<file path="src/rtl/sram_ctrl_pkg.sv">
package sram_ctrl_pkg;

  typedef enum logic [2:0] {
    SEQ_IDLE,
    SEQ_RD,
    SEQ_WR,
    SEQ_HOLD,
    SEQ_REC
  } seq_state_e;

  function automatic int ns_to_cyc(input int ns, input int period_ns);
    return (ns + period_ns - 1) / period_ns;
  endfunction

  function automatic int floor_one(input int v);
    return (v < 1) ? 1 : v;
  endfunction

  function automatic int max2(input int a, input int b);
    return (a > b) ? a : b;
  endfunction

endpackage

</file>
<file path="src/rtl/sram_phase_timer.sv">
module sram_phase_timer #(
  parameter int CW = 3
) (
  input  logic          clk,
  input  logic          rst_n,
  input  logic          load,
  input  logic [CW-1:0] load_val,
  output logic [CW-1:0] cnt,
  output logic          zero
);

  always_ff @(posedge clk or negedge rst_n) begin
    if (!rst_n)           cnt <= '0;
    else if (load)        cnt <= load_val;
    else if (cnt != '0)   cnt <= cnt - 1'b1;
  end

  assign zero = (cnt == '0);

  // phase lengths rely on a strict one-per-cycle countdown
  p_count_down_r7: assert property (@(posedge clk) disable iff (!rst_n)
    (!load && cnt != '0) |=> (cnt == $past(cnt) - 1'b1));

endmodule

</file>
<file path="src/rtl/sram_seq_fsm.sv">
module sram_seq_fsm
  import sram_ctrl_pkg::*;
#(
  parameter int RD_CYC  = 4,
  parameter int WP_CYC  = 4,
  parameter int DH_CYC  = 1,
  parameter int REC_CYC = 1,
  parameter int CW      = 3
) (
  input  logic          clk,
  input  logic          rst_n,
  input  logic          pwr_fail,
  input  logic          req_valid,
  input  logic          req_write,
  input  logic          tmr_zero,
  input  logic [CW-1:0] tmr_cnt,
  output logic          tmr_load,
  output logic [CW-1:0] tmr_val,
  output logic          req_ready,
  output logic          accept,
  output logic          capture,
  output logic          busy,
  output logic          rsp_valid,
  output logic          ce_n,
  output logic          oe_n,
  output logic          we_n,
  output logic          dq_oe
);

  localparam logic [CW-1:0] RD_LD  = CW'(RD_CYC - 1);
  localparam logic [CW-1:0] WP_LD  = CW'(WP_CYC - 1);
  localparam logic [CW-1:0] DH_LD  = CW'(DH_CYC - 1);
  localparam logic [CW-1:0] REC_LD = CW'(REC_CYC - 1);

  seq_state_e st, nst;
  logic       done;

  assign req_ready = (st == SEQ_IDLE) && !pwr_fail;
  assign accept    = req_ready && req_valid;
  assign busy      = (st != SEQ_IDLE);

  always_comb begin
    nst      = st;
    tmr_load = 1'b0;
    tmr_val  = '0;
    capture  = 1'b0;
    done     = 1'b0;
    unique case (st)
      SEQ_IDLE: if (accept) begin
        nst      = req_write ? SEQ_WR : SEQ_RD;
        tmr_load = 1'b1;
        tmr_val  = req_write ? WP_LD : RD_LD;
      end
      SEQ_RD, SEQ_WR, SEQ_HOLD: begin
        if (pwr_fail) begin
          nst      = SEQ_REC;
          tmr_load = 1'b1;
          tmr_val  = REC_LD;
        end else if (tmr_zero) begin
          tmr_load = 1'b1;
          if (st == SEQ_WR) begin
            nst     = SEQ_HOLD;
            tmr_val = DH_LD;
          end else begin
            nst     = SEQ_REC;
            tmr_val = REC_LD;
            capture = (st == SEQ_RD);
          end
        end
      end
      SEQ_REC: if (tmr_zero) begin
        nst  = SEQ_IDLE;
        done = 1'b1;
      end
      default: nst = SEQ_IDLE;
    endcase
  end

  always_ff @(posedge clk or negedge rst_n) begin
    if (!rst_n) begin
      st        <= SEQ_IDLE;
      rsp_valid <= 1'b0;
    end else begin
      st        <= nst;
      rsp_valid <= done;
    end
  end

  assign ce_n  = !((st == SEQ_RD) || (st == SEQ_WR));
  assign oe_n  = (st != SEQ_RD);
  assign we_n  = (st != SEQ_WR);
  assign dq_oe = ((st == SEQ_WR) && (tmr_cnt != WP_LD)) || (st == SEQ_HOLD);

  // output enable and write enable never active together
  p_oe_we_excl_r5: assert property (@(posedge clk) disable iff (!rst_n)
    !(!oe_n && !we_n));

  // controller driver never fights the memory's output
  p_no_contention_r6: assert property (@(posedge clk) disable iff (!rst_n)
    dq_oe |-> oe_n);

  // acknowledge lasts one cycle
  p_ack_pulse_r8: assert property (@(posedge clk) disable iff (!rst_n)
    rsp_valid |=> !rsp_valid);

  // supply failure quiets the bus on the next cycle
  p_pf_quiet_r9: assert property (@(posedge clk) disable iff (!rst_n)
    pwr_fail |=> (ce_n && !dq_oe));

endmodule

</file>
<file path="src/rtl/sram_async_ctrl.sv">
module sram_async_ctrl
  import sram_ctrl_pkg::*;
#(
  parameter int AW            = 19,
  parameter int DW            = 8,
  parameter int CLK_PERIOD_NS = 20,
  parameter int T_ADDR_ACC_NS = 70,
  parameter int T_CE_ACC_NS   = 70,
  parameter int T_OE_ACC_NS   = 35,
  parameter int T_RD_CYC_NS   = 70,
  parameter int T_WR_PULSE_NS = 70,
  parameter int T_SETUP_NS    = 30,
  parameter int T_HOLD_NS     = 5,
  parameter int T_RECOV_NS    = 5
) (
  input  logic          clk,
  input  logic          rst_n,
  input  logic          pwr_fail,
  input  logic          req_valid,
  output logic          req_ready,
  input  logic          req_write,
  input  logic [AW-1:0] req_addr,
  input  logic [DW-1:0] req_wdata,
  output logic          rsp_valid,
  output logic [DW-1:0] rsp_rdata,
  output logic [AW-1:0] mem_addr,
  input  logic [DW-1:0] mem_dq_in,
  output logic [DW-1:0] mem_dq_out,
  output logic          mem_dq_oe,
  output logic          mem_ce_n,
  output logic          mem_oe_n,
  output logic          mem_we_n
);

  localparam int RD_CYC  = floor_one(max2(max2(ns_to_cyc(T_ADDR_ACC_NS, CLK_PERIOD_NS),
                                               ns_to_cyc(T_CE_ACC_NS, CLK_PERIOD_NS)),
                                          max2(ns_to_cyc(T_OE_ACC_NS, CLK_PERIOD_NS),
                                               ns_to_cyc(T_RD_CYC_NS, CLK_PERIOD_NS))));
  localparam int WP_CYC  = max2(ns_to_cyc(T_WR_PULSE_NS, CLK_PERIOD_NS),
                                ns_to_cyc(T_SETUP_NS, CLK_PERIOD_NS) + 1);
  localparam int DH_CYC  = floor_one(ns_to_cyc(T_HOLD_NS, CLK_PERIOD_NS));
  localparam int REC_CYC = floor_one(ns_to_cyc(T_RECOV_NS, CLK_PERIOD_NS));
  localparam int CNT_MAX = max2(max2(RD_CYC, WP_CYC), max2(DH_CYC, REC_CYC));
  localparam int CW      = floor_one($clog2(CNT_MAX + 1));

  logic          tmr_load, tmr_zero, accept, capture, busy;
  logic [CW-1:0] tmr_val, tmr_cnt;
  logic [AW-1:0] addr_q;
  logic [DW-1:0] wdata_q, rdata_q;

  sram_phase_timer #(.CW(CW)) u_timer (
    .clk      (clk),
    .rst_n    (rst_n),
    .load     (tmr_load),
    .load_val (tmr_val),
    .cnt      (tmr_cnt),
    .zero     (tmr_zero)
  );

  sram_seq_fsm #(
    .RD_CYC (RD_CYC),
    .WP_CYC (WP_CYC),
    .DH_CYC (DH_CYC),
    .REC_CYC(REC_CYC),
    .CW     (CW)
  ) u_fsm (
    .clk       (clk),
    .rst_n     (rst_n),
    .pwr_fail  (pwr_fail),
    .req_valid (req_valid),
    .req_write (req_write),
    .tmr_zero  (tmr_zero),
    .tmr_cnt   (tmr_cnt),
    .tmr_load  (tmr_load),
    .tmr_val   (tmr_val),
    .req_ready (req_ready),
    .accept    (accept),
    .capture   (capture),
    .busy      (busy),
    .rsp_valid (rsp_valid),
    .ce_n      (mem_ce_n),
    .oe_n      (mem_oe_n),
    .we_n      (mem_we_n),
    .dq_oe     (mem_dq_oe)
  );

  always_ff @(posedge clk or negedge rst_n) begin
    if (!rst_n) begin
      addr_q  <= '0;
      wdata_q <= '0;
    end else if (accept) begin
      addr_q  <= req_addr;
      wdata_q <= req_wdata;
    end
  end

  always_ff @(posedge clk or negedge rst_n) begin
    if (!rst_n)       rdata_q <= '0;
    else if (capture) rdata_q <= mem_dq_in;
  end

  assign mem_addr   = addr_q;
  assign mem_dq_out = wdata_q;
  assign rsp_rdata  = rdata_q;

  // address frozen for the whole access including recovery
  p_addr_hold_r7: assert property (@(posedge clk) disable iff (!rst_n)
    (busy && $past(busy)) |-> $stable(mem_addr));

  // a taken request closes the port until acknowledge
  p_accept_closes_r2: assert property (@(posedge clk) disable iff (!rst_n)
    (req_valid && req_ready) |=> !req_ready);

  // capture happens only while the memory is driving
  p_capture_window_r4: assert property (@(posedge clk) disable iff (!rst_n)
    capture |-> (!mem_ce_n && !mem_oe_n && mem_we_n));

endmodule

</file>
<file path="config.mk">
export PLATFORM = sky130hd
export DESIGN_NAME = sram_async_ctrl
export DESIGN_NICKNAME = d
export VERILOG_FILES = /design/src/rtl/sram_ctrl_pkg.sv /design/src/rtl/sram_phase_timer.sv /design/src/rtl/sram_seq_fsm.sv /design/src/rtl/sram_async_ctrl.sv
export SDC_FILE = /design/constraint.sdc
export NUM_CORES = 1
export LEC_CHECK = 0
export BUFFER_PORTS_ARGS = -buffer_cell sky130_fd_sc_hd__buf_2
export CAP_MARGIN = 20
export CORE_UTILIZATION = 43
export CTS_CLUSTER_DIAMETER = 40
export CTS_CLUSTER_SIZE = 40
export DETAILED_ROUTE_END_ITERATION = 8
export GPL_ROUTABILITY_DRIVEN = 0
export HOLD_SLACK_MARGIN = 0.03
export MAX_ROUTING_LAYER = met4
export PLACE_DENSITY = 0.77
export SYNTH_ARGS = -nofsm -noshare
export SYNTH_HDL_FRONTEND = slang
export SYNTH_SLANG_ARGS = --single-unit
</file>
<file path="constraint.sdc">
create_clock -name clk -period 2.6 [get_ports clk]
set_input_delay 0.65 -clock clk [delete_from_list [all_inputs] [get_ports clk]]
set_output_delay 0.65 -clock clk [all_outputs]
set_load 0.03 [all_outputs]
</file>
# Yosys cells after proc, flatten, opt, wreduce, memory -nomap -nowiden
# Cells that the tools add are included.
[totals] regBits=42 input_bits=40 output_inout_bits=41 elab_cells=50
[op_classes] add_sub_neg=1 n_eq_ne=10 muxes=20 reduce_logical=13
[ops] op="3-bit 2-to-1 mux" count=8
[ops] op="3-bit one-hot mux with 3 select lines" count=1
[ops] op="1-bit 2-to-1 mux" count=8
[ops] op="3-bit by 2-bit == test with 1-bit output, second input constant" count=2
[ops] op="3-bit zero test" count=2
[ops] op="3-bit by 2-bit inequality test with 1-bit output, second input constant" count=2
[ops] op="2-bit 2-to-1 mux" count=2
[ops] op="2-bit inequality test, second input constant" count=2
[ops] op="3-bit by 1-bit == test with 1-bit output, second input constant" count=1
[ops] op="3-bit == test, second input constant" count=1
[ops] op="1-bit logical AND" count=3
[ops] op="3-bit by 1-bit inequality test with 1-bit output, second input constant" count=1
[ops] op="3-bit inequality test, second input constant" count=1
[ops] op="3-bit AND reduction" count=1
[ops] op="3-bit nonzero test" count=1
[ops] op="3-bit OR reduction" count=1
[ops] op="3-bit by 1-bit subtractor with 3-bit output, second input constant" count=1
[ops] op="1-bit zero test" count=2
[ops] op="1-bit logical OR" count=2
[ops] op="1-bit one-hot mux with 2 select lines" count=1
[ops] op="2-bit nonzero test" count=1

# Logic depth before layout (Yosys ltp)
# Gate-level depths: netlist (run 1).
[logic_depth] word_depth=6 mapped_depth=6

# Cells and area by module
# From an unflattened synthesis (run 1), not the netlist that was laid out.
[unflattened] hier_cells=129 area_unflattened_um2=1890.6
[by_module_without_submodules] module="sram_async_ctrl" n_inst=1 cells_per_inst=74 area_per_inst_um2=1401.3
[by_module_without_submodules] module="sram_seq_fsm" n_inst=1 cells_per_inst=34 area_per_inst_um2=289.0
[by_module_without_submodules] module="sram_phase_timer" n_inst=1 cells_per_inst=21 area_per_inst_um2=200.2

# Least setup slack after synthesis (run 1)
# Ideal clock, no wire load.
[synth_path] path_kind="register to output" start="register u_fsm.st[2]" end="output port mem_ce_n" arrival_ps=1274 setup_slack_ps=676 stages_incl_launch_ff=5 cell_sequence="dfrtp_1 > buf_2 > nand2b_1 > or2_2 > and2_1"
[synth_via] elab_chain_cells=3
[synth_lines] element="start: declaration" line="sram_seq_fsm.sv:35" text="seq_state_e st, nst;"
[synth_lines] element="start signal: assignment" line="sram_seq_fsm.sv:84" text="st <= nst;"
[synth_lines] element="3-bit by 1-bit == test with 1-bit output / 3-bit by 2-bit == test with 1-bit output (equally long branches)" line="sram_seq_fsm.sv:89" text="assign ce_n = !((st == SEQ_RD) || (st == SEQ_WR));"
[synth_lines] element="1-bit logical OR (*)" line="sram_seq_fsm.sv:89"
[synth_lines] element="1-bit zero test (*)" line="sram_seq_fsm.sv:89"
[synth_lines] element="end: declaration" line="sram_async_ctrl.sv:30" text="output logic mem_ce_n,"
# Mark *: on every way between the ends. The rest lies on a longest branch, timed or not.

# Final worst setup path (run 1)
[layout_path] start="register u_fsm.st[1]" end="output port mem_ce_n"
# Same word-level chain as after synthesis.

==> results of run 1 <==
==> Yosys cell counts <==
library cell / count / area share
nand3b_1: 2 / 0.0084
nor2b_1: 1 / 0.0035
nor4_4: 1 / 0.012
nand2b_1: 3 / 0.010
nor2_1: 6 / 0.013
o21ai_0: 2 / 0.0056
or2_2: 2 / 0.0070
mux2_4: 8 / 0.067
nand2_2: 1 / 0.0035
nand2_1: 2 / 0.0042
a211oi_1: 3 / 0.013
a2bb2oi_1: 1 / 0.0049
mux2_2: 27 / 0.17
nor3b_1: 1 / 0.0042
a31o_2: 1 / 0.0049
ha_1: 3 / 0.021
buf_2: 2 / 0.0056
dfrtp_1: 42 / 0.59
and3_1: 1 / 0.0035
o31ai_1: 1 / 0.0042
buf_6: 3 / 0.019
a21oi_1: 2 / 0.0056
mux2i_1: 1 / 0.0056
inv_1: 3 / 0.0063
and2_1: 2 / 0.0070
xnor2_1: 1 / 0.0049
nor3_1: 1 / 0.0028
==> worst max-delay path: stages, from the launching register on <==
cell and delay [ns]:
dfrtp_1 0.49, nand2b_1 0.20, or2_2 0.29, and2_1 0.15
buf_2 0.17
==> state kept, by name, summed over array words and instances (netlist names) <==
register and count:
u_fsm.rsp_valid 1, mem_addr 19, u_fsm.st 3, mem_dq_out 8, rsp_rdata 8, u_timer.cnt 3
==> stage by stage <==
step	area (um2)	total power [mW]	hold slack, ns
after floorplan	1800	2.17	0.354
after CTS	2330	3.09	0.427
after global routing	2330	3.23	0.456
final	2330	3.05	0.415
after detailed placement	2220	2.57	0.488
after global placement	2220	2.53	0.483
==> power breakdown <==
group | leakage (nW) | switching [mW] | internal (mW) | total (mW)
registers | 0.516 | 0.171 | 0.945 | 1.12
clock network | 0.0585 | 0.227 | 0.288 | 0.515
logic | 0.644 | 0.872 | 0.551 | 1.42
==> cell type report <==
cell class | count | area, um2 | share of cell area
Sequential cell | 42 | 1050 | 0.450
Multi-Input combinational cell | 73 | 689 | 0.295
Clock inverter | 3 | 43.8 | 0.0188
Inverter | 3 | 11.3 | 0.00482
Timing Repair Buffer | 81 | 408 | 0.175
Tap cell | 50 | 62.6 | 0.0268
Clock buffer | 5 | 68.8 | 0.0295
==> path summary, 6_finish.rpt <==
path                               from             end  slack, ns
min reg2reg                rsp_rdata[0]    rsp_rdata[0]       0.50
max                         u_fsm.st[1]        mem_ce_n       0.37
max in group asynchronous         rst_n  u_timer.cnt[0]       1.84
max reg2reg                 u_fsm.st[1]   mem_dq_out[2]       0.69
min in group clk           rsp_rdata[0]    rsp_rdata[0]       0.50
min                               rst_n    rsp_rdata[0]       0.42
==> logic make-up after synthesis <==
family                     after synthesis
xor gates and xnor gates                 1
adders and majority gates                3
DFF                                     42
and+or+nand+nor                         23
muxes                                   36
AOI/OAI and AO/OA                       10
buffers and inverters                    8
==> per-layer routing <==
| metal | share of wire | global-route usage | vias to the layer above |
|---|---|---|---|
| met1 | 0.44 | 0.201 | 583 |
| met4 | 0.0081 | 0.0798 | 0 |
| met5 | 0 | - | - |
| li1 | - | - | 596 |
| met2 | 0.51 | 0.239 | 33 |
| met3 | 0.043 | 0.0462 | 2 |
==> metrics.md, run 1 <==
| Metric | Value |
|---|---|
| Status | finished, final reports clean |
| Worst-Skew Late Latency | 0.29 ns |
| First-pass GRT wire length | 5000 um |
| DRT antenna net count | 0 |
| # resized after CTS | 0 |
| Setup violators final | 0 |
| Most common cell after layout, fill and taps aside | buf_2 |
| Overall routing resource usage | 0.161 |
| CTS Root Cell | clkbuf_8 |
| GRT Residual Overflow | 0 |
| Vias in the first global route | 1087 |
| Max_cap viols | 0 |
| Slew Limit Fails | 0 |
| Share of cells above drive strength 1 | 0.623 |
| Final setup TNS | 0 ns |
| Syn Inst Count | 123 |
| Critical Path RT | 1.95 ns |
| Final worst-path cycle share | 0.857 |
| Vias per inst | 4.72 |
| Site Rows | 23 |
| Initial antenna violation count | 0 |
| Die Area | 4440 um2 |
| Die W | 66.6 um |
| Clock Tree Buf Depth | 2 |
| Initial core utilization | 0.449 |
| Post-synthesis sequential area ratio | 0.585 |
| Setup ws final | 0.372 ns |
| Unrepaired setup endpoints after global routing | false |
| Largest net degree at the start of global routing | 43 |
| Hold Path Class | input pin to asynchronous set/reset pin |
| Commonest non-fill, non-tap cells in the layout | 80 x buf_2, 42 x dfrtp_1, 27 x mux2_2 |
| Number of synthesized register bits | 42 |
| Clk slew on worst S/H paths | 0.08 ns |
| Drt drc | 0 |
| Synthesized cell area | 1800 um2 |
| Yosys warning count | 0 |
| Worst rel slew slack | 0.521 |
| Worst vdd ir | 0.698 mV |
| Compound-Gate Fraction of Synth Area | 0.0376 |
| DR WL/cell | 13.0 um |
| H-tree depth | 2 |
| CP Max Fanout | 8 |
| Largest family of logic cells by synthesized area | multiplexers |
| Startpoint types | flop |
| Post-Place Cells | 249 |
| Pre-Repair DR Iteration Count | 4 |
| Final Hold Viols | 0 |
| Tmin final | 2.23 ns |
| Crit path DAT | 1.58 ns |
| Syn avg cell area | 14.6 um2 |
| Final wirelength | 3330 um |
| CTS tree | yes |
| Post-synthesis simple-gate area fraction | 0.0787 |
| Fin Clk Skew | 0.00480 ns |
| Via count | 1214 |
| Nature of the critical path endpoint | output pin |
| IO buf count | 80 |
| Worst-margin pin slew | 0.717 ns |
| Area Overhead vs Synth | 30.0% |
| N_diodes | 0 |
| Number of I/O pins | 81 |
| FF-to-FF path depth | 3 |
| Final core occ | 0.584 |
| Core ar. | 4000 um2 |
| Iteration-0 DRC Markers | 54 |
| Die Height | 66.6 um |
| Adder-Cell Fraction of Synth Area | 0.0209 |
| Syn Nets | 166 |
| # fillers | 344 |
| Count of cell types in the netlist | 27 |
| Critical path type | flop to output pin |
| Peak Freq | 449 MHz |
| Nets | 249 |
| Dpl ws | 0.546 ns |
| Non-filler cells, final | 257 |
| Mux contribution to synthesized area | 0.242 |
| Post-DP HPWL | 2410 um |
| Cell Pwr Density | 1310 nW/um2 |
| # Post-CTS Setup Buffers | 0 |
| Pleak | 1.22 nW |
| CTS buffer count | 5 |
| CTS Hold Bufs | 0 |
| CTS Sinks | 42 |
| Post-synthesis xor/xnor area fraction | 0.00488 |
(Power assumes the default switching activity.)
==> inputs of run 2 (changes only) <==
Settings changed: BUFFER_PORTS_ARGS -buffer_cell sky130_fd_sc_hd__buf_2 to -buffer_cell sky130_fd_sc_hd__buf_4.
==> run 2 against run 1 <==
  * Sequential cell count unchanged
  * Critical path depth unchanged
  * Wire length up 12%
  * Non-clock buffer count down 1
  * Count of clock-buffer cells in the layout up 2
  * Utilization up 4.7 points
==> metrics.md, run 2 (synthesis results as in run 1) <==
| Metric | Value |
|---|---|
| DR WL/cell | 14.5 um |
| Worst-margin pin slew | 0.710 ns |
| Pre-Repair DR Iteration Count | 4 |
| Status | finished, final reports clean |
| N_diodes | 0 |
| Die W | 66.6 um |
| Final setup TNS | 0 ns |
| Cell Pwr Density | 1290 nW/um2 |
| Dpl ws | 0.571 ns |
| Die Height | 66.6 um |
| Core ar. | 4000 um2 |
| Tmin final | 2.25 ns |
| Clock Tree Buf Depth | 2 |
| CP max stage cell | dfrtp_1 |
| Post-Place Cells | 248 |
| Final worst-path cycle share | 0.867 |
| Unrepaired setup endpoints after global routing | false |
| Overall routing resource usage | 0.179 |
| Setup violators final | 0 |
| Max FFs per register | 19 |
| # Post-CTS Setup Buffers | 0 |
| Number of I/O pins | 81 |
| Final wirelength | 3720 um |
| Vias per inst | 5.00 |
| Share of cells above drive strength 1 | 0.612 |
| Fin Hold WS | 0.338 ns |
| Site Rows | 23 |
| First-pass GRT wire length | 5590 um |
| Pleak | 1.27 nW |
| Iteration-0 DRC Markers | 55 |
| CTS tree | yes |
| Crit path DAT | 1.60 ns |
| GRT Residual Overflow | 0 |
| Die Area | 4440 um2 |
| CP Cell Sequence | nand2b_1 -> or2_2 -> and2_1 -> buf_4 |
| Initial antenna violation count | 0 |
| Setup ws final | 0.346 ns |
| # resized after CTS | 0 |
| Max_cap viols | 0 |
| Post-DP HPWL | 2700 um |
| Startpoint types | flop |
| Worst rel slew slack | 0.525 |
| Largest net degree at the start of global routing | 43 |
| Nature of the critical path endpoint | output pin |
| Fin Clk Skew | 0.00238 ns |
| Critical path type | flop to output pin |
| Area Overhead vs Synth | 40.4% |
| Final Hold Viols | 0 |
| Via count | 1280 |
| CP Max Fanout | 8 |
| Commonest non-fill, non-tap cells in the layout | 80 x buf_4, 42 x dfrtp_1, 27 x mux2_2 |
| Vias in the first global route | 1185 |
| IO buf count | 80 |
| Initial core utilization | 0.449 |
| Final core occ | 0.630 |
| Critical Path RT | 1.95 ns |
| CTS Hold Bufs | 0 |
| Worst vdd ir | 0.710 mV |
| Non-filler cells, final | 256 |
| CTS Root Cell | clkbuf_8 |
| Slew Limit Fails | 0 |
| Clk slew on worst S/H paths | 0.07 ns |
| Most common cell after layout, fill and taps aside | buf_4 |
| Crit path largest cell delay | 0.50 ns |
| H-tree depth | 2 |
| Drt drc | 0 |
| Peak Freq | 444 MHz |
| CTS buffer count | 5 |
| CTS Sinks | 42 |
| Hold Path Class | input pin to asynchronous set/reset pin |
| Nets | 248 |
| Worst-Skew Late Latency | 0.28 ns |
| DRT antenna net count | 0 |
[run 2: final timing paths]
path	from	end	slack, ns	depth (start not counted)
worst min register to register	mem_dq_out[7]	mem_dq_out[7]	0.51	1
worst max-delay path	u_fsm.st[1]	mem_ce_n	0.35	4
max in group asynchronous	rst_n	mem_addr[0]	1.92	1
worst min-delay path	rst_n	u_fsm.st[0]	0.34	1
worst max register to register	u_fsm.st[1]	mem_addr[7]	0.66	3
min in group clk	mem_dq_out[7]	mem_dq_out[7]	0.51	1
[run 2: critical path: cells and delay by family (launching register included)]
| family | cells | cell delay, ns |
|---|---|---|
| buffers and inverters | 1 | 0.16 |
| flip-flops | 1 | 0.50 |
| AND/OR/NAND/NOR | 3 | 0.66 |
[run 2: through the flow]
stage                     cell area [um2]  total power [mW]
after floorplan                      1800              2.17
after global placement               2410              2.71
after detailed placement             2410              2.77
after CTS                            2520              3.27
after global routing                 2520              3.41
final                                2520              3.24
[run 2: power by group]
part	leakage [nW]	switching, mW	total (mW)	internal, mW
sequential	0.516	0.191	1.14	0.946
clock	0.0524	0.203	0.490	0.287
combinational	0.701	0.896	1.62	0.720
[run 2: layer usage]
| metal | up-vias | part of all wire | track usage |
|---|---|---|---|
| li1 | 592 | - | - |
| met4 | 0 | 0.020 | 0.0904 |
| met5 | - | 0 | - |
| met2 | 48 | 0.54 | 0.284 |
| met3 | 8 | 0.066 | 0.0565 |
| met1 | 632 | 0.37 | 0.202 |
[run 2: area by class of cell]
type	count	area (um2)
clock buffer	7	76.3
clock inverter	1	30.0
fill	310	1480
inverter	3	11.3
multi-input combinational	73	689
sequential	42	1050
tap	50	62.6
timing repair buffer	80	601
